===== config.mk =====
export PLATFORM = sky130hd
export DESIGN_NAME = slv_arbiter
export DESIGN_NICKNAME = d
export VERILOG_FILES = /design/src/rtl/slv_arb_pkg.sv /design/src/rtl/slv_arb_fixed_pick.sv /design/src/rtl/slv_arb_rr_pick.sv /design/src/rtl/slv_arb_slot_ctr.sv /design/src/rtl/slv_arbiter.sv
export SDC_FILE = /design/constraint.sdc
export NUM_CORES = 1
export LEC_CHECK = 0
export BUFFER_PORTS_ARGS = -buffer_cell sky130_fd_sc_hd__clkbuf_2
export CAP_MARGIN = 10
export CELL_PAD_IN_SITES_DETAIL_PLACEMENT = 1
export CELL_PAD_IN_SITES_GLOBAL_PLACEMENT = 2
export CORE_ASPECT_RATIO = 0.5
export CORE_MARGIN = 2
export CORE_UTILIZATION = 35
export CTS_BUF_LIST = sky130_fd_sc_hd__clkbuf_4 sky130_fd_sc_hd__clkbuf_8
export DETAILED_ROUTE_END_ITERATION = 10
export MAX_ROUTING_LAYER = met4
export PLACE_DENSITY = 0.8
export SLEW_MARGIN = 20
export SYNTH_ARGS = -nofsm -noshare
export SYNTH_HDL_FRONTEND = slang
export SYNTH_SLANG_ARGS = --single-unit

===== constraint.sdc =====
create_clock -name clk -period 1 [get_ports clk]
set_clock_uncertainty 0.2 [all_clocks]
set_input_delay 0.2 -clock clk [delete_from_list [all_inputs] [get_ports clk]]
set_output_delay 0.2 -clock clk [all_outputs]
set_load 0.02 [all_outputs]

===== src/rtl/slv_arb_pkg.sv =====
package slv_arb_pkg;

  typedef enum logic [1:0] {
    DFLT_NONE  = 2'd0,
    DFLT_LAST  = 2'd1,
    DFLT_FIXED = 2'd2,
    DFLT_RSVD  = 2'd3
  } dflt_mode_e;

endpackage


===== src/rtl/slv_arb_fixed_pick.sv =====
module slv_arb_fixed_pick #(
  parameter int N      = 9,
  parameter int PRIO_W = 2,
  parameter int IDX_W  = 4
) (
  input  logic [N-1:0]        cand_i,
  input  logic [N*PRIO_W-1:0] prio_i,
  output logic                hit_o,
  output logic [IDX_W-1:0]    win_o
);

  logic [PRIO_W-1:0] best_lvl;

  // strict comparison keeps the lower index on equal levels
  always_comb begin
    hit_o    = 1'b0;
    win_o    = '0;
    best_lvl = '0;
    for (int i = 0; i < N; i++) begin
      if (cand_i[i] && (!hit_o || (prio_i[i*PRIO_W +: PRIO_W] > best_lvl))) begin
        hit_o    = 1'b1;
        win_o    = IDX_W'(i);
        best_lvl = prio_i[i*PRIO_W +: PRIO_W];
      end
    end
  end

endmodule


===== src/rtl/slv_arb_rr_pick.sv =====
module slv_arb_rr_pick #(
  parameter int N     = 9,
  parameter int IDX_W = 4
) (
  input  logic [N-1:0]     cand_i,
  input  logic [IDX_W-1:0] last_i,
  output logic             hit_o,
  output logic [IDX_W-1:0] win_o
);

  int pos;

  // search upward from last_i + 1, wrapping once around all masters
  always_comb begin
    hit_o = 1'b0;
    win_o = '0;
    pos   = 0;
    for (int k = 1; k <= N; k++) begin
      pos = int'(last_i) + k;
      if (pos >= N) pos = pos - N;
      if (!hit_o && (pos < N) && cand_i[pos]) begin
        hit_o = 1'b1;
        win_o = IDX_W'(pos);
      end
    end
  end

endmodule


===== src/rtl/slv_arb_slot_ctr.sv =====
module slv_arb_slot_ctr #(
  parameter int SLOT_W = 8
) (
  input  logic              clk,
  input  logic              rst_ns,
  input  logic              load_i,
  input  logic [SLOT_W-1:0] slot_i,
  input  logic              bst_start_i,
  output logic              expire_o
);

  logic [SLOT_W-1:0] cnt_q, cnt_d;
  logic              inb_q, inb_d;
  logic              counting;

  assign counting = inb_q | bst_start_i;
  assign expire_o = (slot_i != '0) && counting && (cnt_q == SLOT_W'(1));

  always_comb begin
    cnt_d = cnt_q;
    inb_d = inb_q;
    if (load_i) begin
      cnt_d = slot_i;
      inb_d = 1'b0;
    end else begin
      if (counting && (cnt_q != '0)) cnt_d = cnt_q - SLOT_W'(1);
      if (bst_start_i) inb_d = 1'b1;
    end
  end

  always_ff @(posedge clk or negedge rst_ns) begin
    if (!rst_ns) begin
      cnt_q <= '0;
      inb_q <= 1'b0;
    end else begin
      cnt_q <= cnt_d;
      inb_q <= inb_d;
    end
  end

  AST_CNT_NO_WRAP: assert property (@(posedge clk) disable iff (!rst_ns)
    (!load_i && cnt_q == '0) |=> (cnt_q == '0));

endmodule


===== src/rtl/slv_arbiter.sv =====
module slv_arbiter
  import slv_arb_pkg::*;
#(
  parameter int NUM_M  = 9,
  parameter int PRIO_W = 2,
  parameter int SLOT_W = 8
) (
  input  logic                    clk,
  input  logic                    rst_n,
  input  logic [NUM_M-1:0]        req_i,
  input  logic                    bst_start_i,
  input  logic                    bst_end_i,
  input  logic                    cfg_rr_i,
  input  logic [NUM_M*PRIO_W-1:0] cfg_prio_i,
  input  logic [1:0]              cfg_dflt_i,
  input  logic [$clog2(NUM_M)-1:0] cfg_dflt_idx_i,
  input  logic [SLOT_W-1:0]       cfg_slot_i,
  output logic [NUM_M-1:0]        gnt_o
);

  localparam int IDX_W = $clog2(NUM_M);

  // reset: asserted asynchronously, released through two flops
  logic rst_meta_q, rst_ns;
  always_ff @(posedge clk or negedge rst_n) begin
    if (!rst_n) begin
      rst_meta_q <= 1'b0;
      rst_ns     <= 1'b0;
    end else begin
      rst_meta_q <= 1'b1;
      rst_ns     <= rst_meta_q;
    end
  end

  logic [NUM_M-1:0] gnt_q, gnt_d;
  logic [IDX_W-1:0] last_q, last_d;
  logic             gnt_en;
  logic             owner_req, expire, brk, arb_en;
  logic [NUM_M-1:0] cand_others, cand;
  logic             fx_hit, rr_hit, hit;
  logic [IDX_W-1:0] fx_win, rr_win, win;
  dflt_mode_e       dflt_mode;

  assign dflt_mode = dflt_mode_e'(cfg_dflt_i);
  assign owner_req = |(gnt_q & req_i);
  assign arb_en    = !owner_req || bst_end_i || expire;
  assign brk       = owner_req && expire;
  assign cand_others = req_i & ~gnt_q;
  assign cand      = (brk && (cand_others != '0)) ? cand_others : req_i;

  slv_arb_slot_ctr #(.SLOT_W(SLOT_W)) u_slot (
    .clk         (clk),
    .rst_ns      (rst_ns),
    .load_i      (arb_en),
    .slot_i      (cfg_slot_i),
    .bst_start_i (bst_start_i),
    .expire_o    (expire)
  );

  slv_arb_fixed_pick #(.N(NUM_M), .PRIO_W(PRIO_W), .IDX_W(IDX_W)) u_fx (
    .cand_i (cand),
    .prio_i (cfg_prio_i),
    .hit_o  (fx_hit),
    .win_o  (fx_win)
  );

  slv_arb_rr_pick #(.N(NUM_M), .IDX_W(IDX_W)) u_rr (
    .cand_i (cand),
    .last_i (last_q),
    .hit_o  (rr_hit),
    .win_o  (rr_win)
  );

  assign hit = cfg_rr_i ? rr_hit : fx_hit;
  assign win = cfg_rr_i ? rr_win : fx_win;

  always_comb begin
    gnt_en = arb_en;
    gnt_d  = gnt_q;
    last_d = last_q;
    if (hit) begin
      for (int i = 0; i < NUM_M; i++) gnt_d[i] = (win == IDX_W'(i));
      last_d = win;
    end else begin
      unique case (dflt_mode)
        DFLT_LAST:  gnt_d = gnt_q;
        DFLT_FIXED: for (int i = 0; i < NUM_M; i++) gnt_d[i] = (cfg_dflt_idx_i == IDX_W'(i));
        default:    gnt_d = '0;
      endcase
    end
  end

  always_ff @(posedge clk or negedge rst_ns) begin
    if (!rst_ns) begin
      gnt_q  <= '0;
      last_q <= IDX_W'(NUM_M - 1);
    end else if (gnt_en) begin
      gnt_q  <= gnt_d;
      last_q <= last_d;
    end
  end

  assign gnt_o = gnt_q;

  AST_GNT_ONEHOT: assert property (@(posedge clk) disable iff (!rst_ns)
    $onehot0(gnt_o));
  AST_GNT_TO_REQUESTER: assert property (@(posedge clk) disable iff (!rst_ns)
    (req_i != '0) |=> ((gnt_o & $past(req_i)) != '0));
  AST_OWNER_HOLD: assert property (@(posedge clk) disable iff (!rst_ns)
    ((cfg_slot_i == '0) && ((gnt_o & req_i) != '0) && !bst_end_i) |=> $stable(gnt_o));
  AST_IDLE_NONE: assert property (@(posedge clk) disable iff (!rst_ns)
    ((req_i == '0) && (cfg_dflt_i == 2'd0)) |=> (gnt_o == '0));
  AST_IDLE_LAST: assert property (@(posedge clk) disable iff (!rst_ns)
    ((req_i == '0) && (cfg_dflt_i == 2'd1)) |=> $stable(gnt_o));

endmodule


==> results of run 1 <==
## layer usage
metal  track usage (%)  GRT overflow
met4             76.63             2
met5                 -             -
met2             90.90             7
met3             70.60             0
met1             77.03             0
## cells in the mapped netlist (5+ instances only)
cell / number
mux2i_1: 16
buf_6: 6
inv_1: 52
o31a_1: 5
nand2_1: 68
xnor2_1: 28
nor3b_1: 7
or2_2: 6
nand3b_1: 5
a41oi_1: 5
ha_1: 51
o2111ai_1: 8
o21a_1: 6
o31ai_1: 7
a211oi_1: 10
buf_2: 7
o21ai_1: 7
nor4_1: 10
o311ai_0: 6
clkbuf_1: 16
or3_1: 6
nand4_1: 6
dfrtp_1: 23
a31o_2: 6
a22oi_1: 15
nand2b_1: 13
o21ai_0: 46
nor2b_1: 15
o211ai_1: 17
and2_1: 15
mux2_2: 6
a21boi_0: 5
nand3_1: 35
nor3_1: 16
a31oi_1: 17
o221ai_1: 5
a21oi_1: 51
nor2_1: 58
## repair_timing
item,4_1_cts
endpoints found under the hold margin,3
hold buffers,1
endpoints found under the setup margin,31
pin swaps,21
gates cloned,0
setup buffers,18
resized for setup,44
## through the flow
step           util, %  setup WS [ps]  std cells  hold WS [ps]
4_1_cts          57.11         -10620       1476        -53.11
2_1_floorplan        -         -10500        832        -295.6
3_3_place_gp     54.90         -10150       1453        -215.3
3_5_place_dp     54.90         -11000       1453        -213.8
## logic make-up after synthesis
logic type | Yosys count | share of synthesized area (%)
fa+ha+maj | 52 | 10.36
compound gates | 306 | 37.53
simple gates | 304 | 27.26
buf+inv | 89 | 6.636
xor+xnor | 32 | 4.530
mux | 24 | 4.155
other cells | 1 | 0.05902
flops | 24 | 9.472
==> flow_summary.ini, run 1 <==
[logic_synthesis]
synthTopCellsByArea = ha_1 10%, dfrtp_1 9.1%, a21oi_1 4.0%
yosysTopAreaCell = ha_1
avgSynthCellArea_um2 = 7.637
seq_area_frac_synth_pct = 9.472
syn_area_mm2 = 0.006354
synth_cell_type_count = 123
synth-seq-cells = 24
async_reset_ff_share_pct = 100.0
yosysWarnings = 0
yosysTopAreaCellShare_pct = 10.04
syn_inst = 832
synth-edff-count = 0
synth_ff_type = dfrtp_1
syn_nets = 930

[sta]
worstEndpointType = sequential cell input
worst_endpoint = gnt_o[0]$_DFFE_PN0P_/D

[outcome]
stop_error = [ERROR GRT-0232] Routing congestion too high. Check the congestion heatmap in the GUI.
stop_stage = 5_1_grt
outcome = stopped before the end

[place]
placed_cell_area_mm2 = 0.009646
place_congestion = 1.048
dpl.hpwl_mm = 26.79
io_buffers = 54

[floorplanning]
fp.dieH_um = 99.27
ios = 55
initial_core_util_pct = 36.16
rows = 34
die_w_um = 194.5

[grt]
grt_usage_pct = 79.37
grt-ovfl-total = 9
grt_max_degree = 26
antenna_found_initial = 8

[clock_tree]
clock_path_buffers = 2
cts_inserted_buffers = 3
htree_levels = 1
cts_root_buf = clkbuf_8
clock-sinks = 24
==> run 2, diff against run 1 <==
--- a/config.mk
+++ b/config.mk
@@ -7,15 +7,10 @@
 export LEC_CHECK = 0
 export BUFFER_PORTS_ARGS = -buffer_cell sky130_fd_sc_hd__clkbuf_2
 export CAP_MARGIN = 10
-export CELL_PAD_IN_SITES_DETAIL_PLACEMENT = 1
-export CELL_PAD_IN_SITES_GLOBAL_PLACEMENT = 2
-export CORE_ASPECT_RATIO = 0.5
 export CORE_MARGIN = 2
-export CORE_UTILIZATION = 35
-export CTS_BUF_LIST = sky130_fd_sc_hd__clkbuf_4 sky130_fd_sc_hd__clkbuf_8
+export CORE_UTILIZATION = 20
 export DETAILED_ROUTE_END_ITERATION = 10
-export MAX_ROUTING_LAYER = met4
-export PLACE_DENSITY = 0.8
+export PLACE_DENSITY_LB_ADDON = 0.15
 export SLEW_MARGIN = 20
 export SYNTH_ARGS = -nofsm -noshare
 export SYNTH_HDL_FRONTEND = slang
==> run 2 against run 1 <==
Against the previous run:
- the flow now finishes, with violations (negative hold slack, negative setup slack)
- synthesized area unchanged
- synthesized cell count is the same
==> flow_summary.ini, run 2 <==
[outcome]
outcome = finished with violations
violations = negative hold slack, negative setup slack

[floorplanning]
initial_core_util_pct = 20.24
fp.coreArea_mm2 = 0.03139
rows = 65
fp.dieH_um = 182.2
die_area_mm2 = 0.03321
die_w_um = 182.2
ios = 55

[clock_tree]
cts_hold_buf = 1
cts_inserted_buffers = 3
cts_tree = built
clk_latency_ps = 260
clkTransAtPathRegs_ps = 70
clock_path_buffers = 2
htree_levels = 1
cts_root_buf = clkbuf_16
clock-sinks = 24

[logic_synthesis]
synth_common_cells = 68 x nand2_1, 58 x nor2_1, 52 x inv_1, 51 x a21oi_1, 51 x ha_1
synth-seq-cells = 24
syn_nets = 930
synthTopCellsByArea = ha_1 10%, dfrtp_1 9.1%, a21oi_1 4.0%
seq_area_frac_synth_pct = 9.472
synth.most_common_cell = nand2_1
synth_ff_type = dfrtp_1
async_reset_ff_share_pct = 100.0
yosysTopAreaCellShare_pct = 10.04
syn_inst = 832
avgSynthCellArea_um2 = 7.637
synth-edff-count = 0
yosysWarnings = 0
yosysTopAreaCell = ha_1
syn_area_mm2 = 0.006354
synth_cell_type_count = 123

[sta]
fin_hold_ws_ps = -44.20
hold_viol = 1
setup_viol = 31
relSlewSlack_pct = 37.69
drv_slew = 0
tns_ps = -153690
fmax_mhz = 86.19
fin_crit_sh_pct = 1160
rsz0062_at_grt = true
min_period_ps = 11600
setup_ws_ps = -10600
tightestPinTransition_ps = 922.9

[worst_setup_path]
path_class = register to register
worst_setup_path_start_kind = register
crit_buf_inv = 5
crit_slowest_cell = or4_4
path_delay_family = compound AO/OA/AOI/OAI gates
cp-endpoint = gnt_o[0]
rr_endpoint = gnt_o[0]
path_depth = 62
cp-startpoint = u_slot.cnt_q[6]
worstPathRequired_ps = 970
rr_worst_depth = 62
rrSetupSlack_ps = -10600
worstSetupEndpointType = register
cp_slowest_stage_delay_ps = 550
critPathMaxFanout = 5
worstPathArrival_ps = 11570
cpMostUsedCell = a21oi_2
r2r-start = u_slot.cnt_q[6]

[grt]
antenna_found_initial = 0
grt_first_pass_wirelength_mm = 46.85
grt_pass1_vias = 8304
grt-ovfl-total = 0
grt_max_degree = 23
grt_usage_pct = 17.87

[place]
dp_cells = 1639
place_congestion = 0.8821
dpl.hpwl_mm = 25.58
io_buffers = 54
placed_cell_area_mm2 = 0.009978

[layout]
area_growth_pct = 69.91
largest_register_ffs = 9
layout_common_cells = 397 x buf_4, 63 x nand2_1, 50 x inv_1
nets = 1376
num-fill-cells = 3326
final_core_util_pct = 34.39
drive_gt1_share_pct = 49.73
stdcell_count = 1679
n_antenna_cell = 0
fin_area_mm2 = 0.01080
final_common_cell = buf_4

[routing]
route.detailed.drc = 0
via_count = 8136
drtPass1Iterations = 5
wl_per_cell_um = 17.95
drtAntennaViolNets = 0
drtIter0Drc = 470
avgViaCountPerCell = 4.846
drt-total-wl_mm = 30.14

[worst_hold_path]
hp-class = primary input to register
hold_depth = 2

[job]
drv_cap = 0
-- run 2: cell counts after synthesis --
No cell type changed its count.
-- run 2: stage by stage --
stage	worst slack, ps	hold slack, ps
floorplan	-10500	-295.6
global placement	-10280	-211.3
detailed placement	-10600	-209.9
CTS	-10490	-38.41
global route	-11290	-42.15
finish	-10600	-44.20
-- run 2: how the worst min path moves through the flow --
stage	slack (ps)	from	end
final	-40	bst_end_i	u_slot.inb_q
after global routing	-40	bst_end_i	u_slot.inb_q
after CTS	-40	bst_end_i	u_slot.inb_q
after detailed placement	-210	rst_n	rst_meta_q
after global placement	-210	rst_n	rst_meta_q
after floorplan	-300	rst_n	rst_meta_q
-- run 2: what timing repair did --
| action | in CTS | in global routing |
|---|---|---|
| setup buffers | 17 | 21 |
| endpoints found under the setup margin | 31 | 31 |
| hold endpoints to repair | 3 | 1 |
| pin swaps | 31 | 39 |
| gates resized for setup | 57 | 57 |
-- run 2: layout make-up --
type,count,area [um2],area share (%)
repair buffers,476,3637,33.69
clock inverters,1,30.03,0.2782
inverters,54,202.7,1.878
clock buffers,3,75.07,0.6954
multi-input cells,719,5741,53.18
well taps,402,503.0,4.659
flip-flops and latches,24,606.8,5.621
-- run 2: worst register-to-register path, delay by kind of cell, from the launching register on --
kind | cells | cell delay [ps]
flip-flops | 1 | 380
AND/OR/NAND/NOR | 15 | 2650
AO/OA/AOI/OAI | 30 | 4370
adder cells (fa/ha/maj) | 8 | 2010
multiplexers | 4 | 1320
buffers and inverters | 5 | 590
-- run 2: logic make-up (layout without fill, tap and decap cells) --
group	Yosys count	after routing	share of synthesized area [%]
xor+xnor	32	32	4.530
flops	24	24	9.472
mux	24	24	4.155
simple gates	304	304	27.26
buf+inv	89	534	6.636
fa+ha+maj	52	52	10.36
other cells	1	1	0.05902
compound gates	306	306	37.53
-- run 2: metal layers --
layer	wire [um]	global-route usage, %	share of wire [%]
met1	14390	24.38	48
met2	14470	31.27	48
met3	683	0.9379	2.3
met4	592	3.548	2.0
met5	0	0	0
Power of run 2 is left out: the tool's default activity adds up to more than one toggle a clock period on the data nets, which glitch-free logic cannot reach.
